<file path="src/rtl/seg_window_calc.sv">
module seg_window_calc #(
   parameter int AW   = 32,
   parameter int WINW = 8
) (
   input  logic [AW-1:0]   addr,
   input  logic [AW-1:0]   base,
   input  logic [AW-1:0]   eff_lim,
   input  logic [AW-1:0]   top,
   input  logic            expand_down,
   input  logic            exec_only,
   input  logic            writable,
   input  logic            is_write,
   output logic [WINW-1:0] win
);
   localparam logic [AW-1:0] SAT    = AW'((1 << WINW) - 1);
   localparam logic [AW-1:0] SAT_M1 = SAT - AW'(1);

   logic [AW-1:0]   up_gap;
   logic [AW-1:0]   dn_gap;
   logic [WINW-1:0] up_win;
   logic [WINW-1:0] dn_win;
   logic            blocked;

   always_comb begin
      up_gap = eff_lim - addr;
      dn_gap = top - addr;

      if (addr > eff_lim || addr < base)
         up_win = '0;
      else if (up_gap >= SAT_M1)
         up_win = SAT[WINW-1:0];
      else
         up_win = up_gap[WINW-1:0] + WINW'(1);

      if (addr <= eff_lim || addr >= top)
         dn_win = '0;
      else if (dn_gap >= SAT)
         dn_win = SAT[WINW-1:0];
      else
         dn_win = dn_gap[WINW-1:0];

      blocked = exec_only || (is_write && !writable);
      win     = blocked ? '0 : (expand_down ? dn_win : up_win);
   end
endmodule

</file>
<file path="config.mk">
export PLATFORM = sky130hd
export DESIGN_NAME = seg_window_calc
export DESIGN_NICKNAME = d
export VERILOG_FILES = /design/src/rtl/seg_window_calc.sv
export SDC_FILE = /design/constraint.sdc
export NUM_CORES = 1
export LEC_CHECK = 0
export BUFFER_PORTS_ARGS = -buffer_cell sky130_fd_sc_hd__buf_4
export CORE_MARGIN = 2
export CORE_UTILIZATION = 58
export DETAILED_ROUTE_END_ITERATION = 10
export GPL_TIMING_DRIVEN = 0
export PLACE_DENSITY_LB_ADDON = 0.1
export SYNTH_ARGS = -nofsm -noshare
export SYNTH_HDL_FRONTEND = slang
export SYNTH_SLANG_ARGS = --single-unit
export TNS_END_PERCENT = 20
</file>
<file path="constraint.sdc">
create_clock -name vclk -period 4.8
set_input_delay 0.48 -clock vclk [all_inputs]
set_output_delay 0.48 -clock vclk [all_outputs]
set_load 0.005 [all_outputs]
</file>
==> metrics <==
final wirelength 19640 um; Pwr Total 0.8954 mW; initial antenna violation count 0; Worst Hold Class primary input to primary output; Pwr per Cell Area 129.9 mW/mm2; largest net degree at the start of global routing 11; Crit Path Max Fanout 8; Clock Buffer Count 0; register area share after synthesis 0%; most frequent cell after synthesis ha_1; Period minus WS final 4.659 ns; Peak VDD IR 0.00007338 V; Initial Util 58.87%; Setup Buffers After CTS 0; Max Cap Viol 0; final std cells w/o fill 1102; fmax 214.6 MHz; Period Utilization, post-route 97.06%; WL/cell 17.82 um; routability cong. 1.025; io pins 140; setup TNS 0 ns; Filler cells 892; Area Growth Syn to Fin 21.52%; drt first-iter violations 618; CTS hold repair buffers 0; Min Hold Slack 1.582 ns; gr usage total 35.49%; num sequential 0; first-pass GRT wire length 30140 um; area leader, netlist ha_1; Avg Cell Area, Syn 6.836 um2; RSZ-0062 raised after global routing no; via/cell ratio 6.328; Worst Setup SP addr[10]; Die ar. 0.01059 mm2; DRT Pass-1 Iters 5; outcome finished clean; Finished Core Util 71.53%; layout cell share with drive strength beyond 1 18.27%; Slew Limit Fails 0; HPWL after detailed placement 16950 um; core area 0.009639 mm2; Pleak 3.339 nW; Synth Cell Area 0.005674 mm2; # placed instances 1103; Buffers on Ports 140; syn_nets 1061; die height 102.9 um; register area 0 um2; number of diodes 0; worst slew pin tran 0.6436 ns; Yosys top cell area share 21.39%; multi-input logic area 0.005205 mm2; number of antenna-violating nets in the routed design 0; Setup-failing EPs final 0; yosys warns 0; Startpoint Class primary input; Row Count 36; nets 1202; Hold Violations, Final 0; chip width 102.9 um; Post-Syn Instances 830; ranking of synthesized cells by area ha_1 (21%), a21oi_1 (7.0%), inv_1 (5.7%); Crit path required time 4.32 ns; gr ovfl total 0; WS Path Type primary input to primary output; Residual DRC 0; Synth cell types 86; number of global-route vias before repair 6139; CP Capture Type primary output; Commonest cells post-synth ha_1 (97), inv_1 (86), a21oi_1 (79), nand2_1 (59), nor2_1 (57); crit path DAT 4.18 ns; Slew HR 55.98%; crit path to win[1]; Vias 6974; post_cts resized 0
[critical path, cell delays in order]
cell and delay (ns):
buf_4 0.11, inv_1 0.18, ha_1 0.27, clkbuf_1 0.18, a21oi_1 0.34, o211ai_1 0.15, a21oi_1 0.18, nor2_1 0.13
o31a_1 0.29, or3_1 0.30, a211oi_1 0.43, nand4_2 0.32, o41ai_2 0.44, o211ai_1 0.19, buf_4 0.18
[layout by cell type, fill, tap and decap left out, types with 4 or more instances in the layout]
master / count
buf_4: 143
ha_1: 97
inv_1: 86
a21oi_1: 79
nand2_1: 59
nor2_1: 57
o21ai_0: 36
a21o_1: 35
nand4_1: 25
nor3_1: 22
clkbuf_1: 21
o211ai_1: 20
xnor2_1: 18
nand2b_1: 14
xor2_1: 14
o21a_1: 12
nand3_1: 12
nor2b_1: 12
or3_1: 11
a211oi_1: 10
a31oi_1: 10
mux2i_1: 10
nor4_1: 10
o31ai_1: 9
o21bai_1: 8
o21ai_1: 7
and2_1: 7
and3_1: 6
a211o_1: 5
o31a_1: 5
a2111oi_0: 5
and4_1: 4
a41oi_1: 4
a311oi_1: 4
o2111ai_1: 4
or4_1: 4
a21boi_0: 4
or3_2: 4
[cell families after synthesis]
| family | after synthesis | share of synthesized area, % |
|---|---|---|
| XOR/XNOR | 32 | 4.939 |
| AND/OR/NAND/NOR | 270 | 25.36 |
| buffers and inverters | 117 | 8.401 |
| AO/OA/AOI/OAI | 301 | 37.24 |
| adder cells (fa/ha/maj) | 99 | 22.09 |
| multiplexers | 11 | 1.963 |
[power breakdown]
part / switching [mW] / total (mW) / internal, mW
Combinational: 0.515 / 0.895 / 0.381
Clock: 0 / 0 / 0
Sequential: 0 / 0 / 0
[final cells by class]
type,instances,share of cell area [%]
inverters,86,4.682
repair buffers,140,15.24
well taps,133,2.413
plain buffers,30,2.177
multi-input cells,713,75.49
[how the worst min path moves through the flow]
stage | end | start | slack (ns) | cells after the start
after detailed placement | win[0] | addr[0] | 1.56 | 4
final | win[1] | addr[1] | 1.58 | 4
after CTS | win[0] | addr[0] | 1.56 | 4
after floorplan | win[0] | addr[0] | 1.20 | 2
after global placement | win[0] | addr[0] | 1.60 | 4
after global routing | win[0] | addr[0] | 1.60 | 4
[through the flow]
| step | area, um2 | setup slack [ns] |
|---|---|---|
| floorplan | 5674 | 0.8692 |
| global placement | 6892 | 0.1299 |
| detailed placement | 6892 | 0.1286 |
| CTS | 6892 | 0.08707 |
| global route | 6895 | 0.01634 |
| finish | 6895 | 0.1411 |
[metal layers]
metal	global-route usage (%)	share of wire (%)	up-vias	routed length, um
li1	-	-	3415	-
met1	50.61	44	3087	8548
met2	55.64	42	429	8226
met3	3.661	11	43	2095
met4	11.94	3.9	0	769
met5	0	0	-	0
No activity file was read; power rests on OpenSTA's default activity.
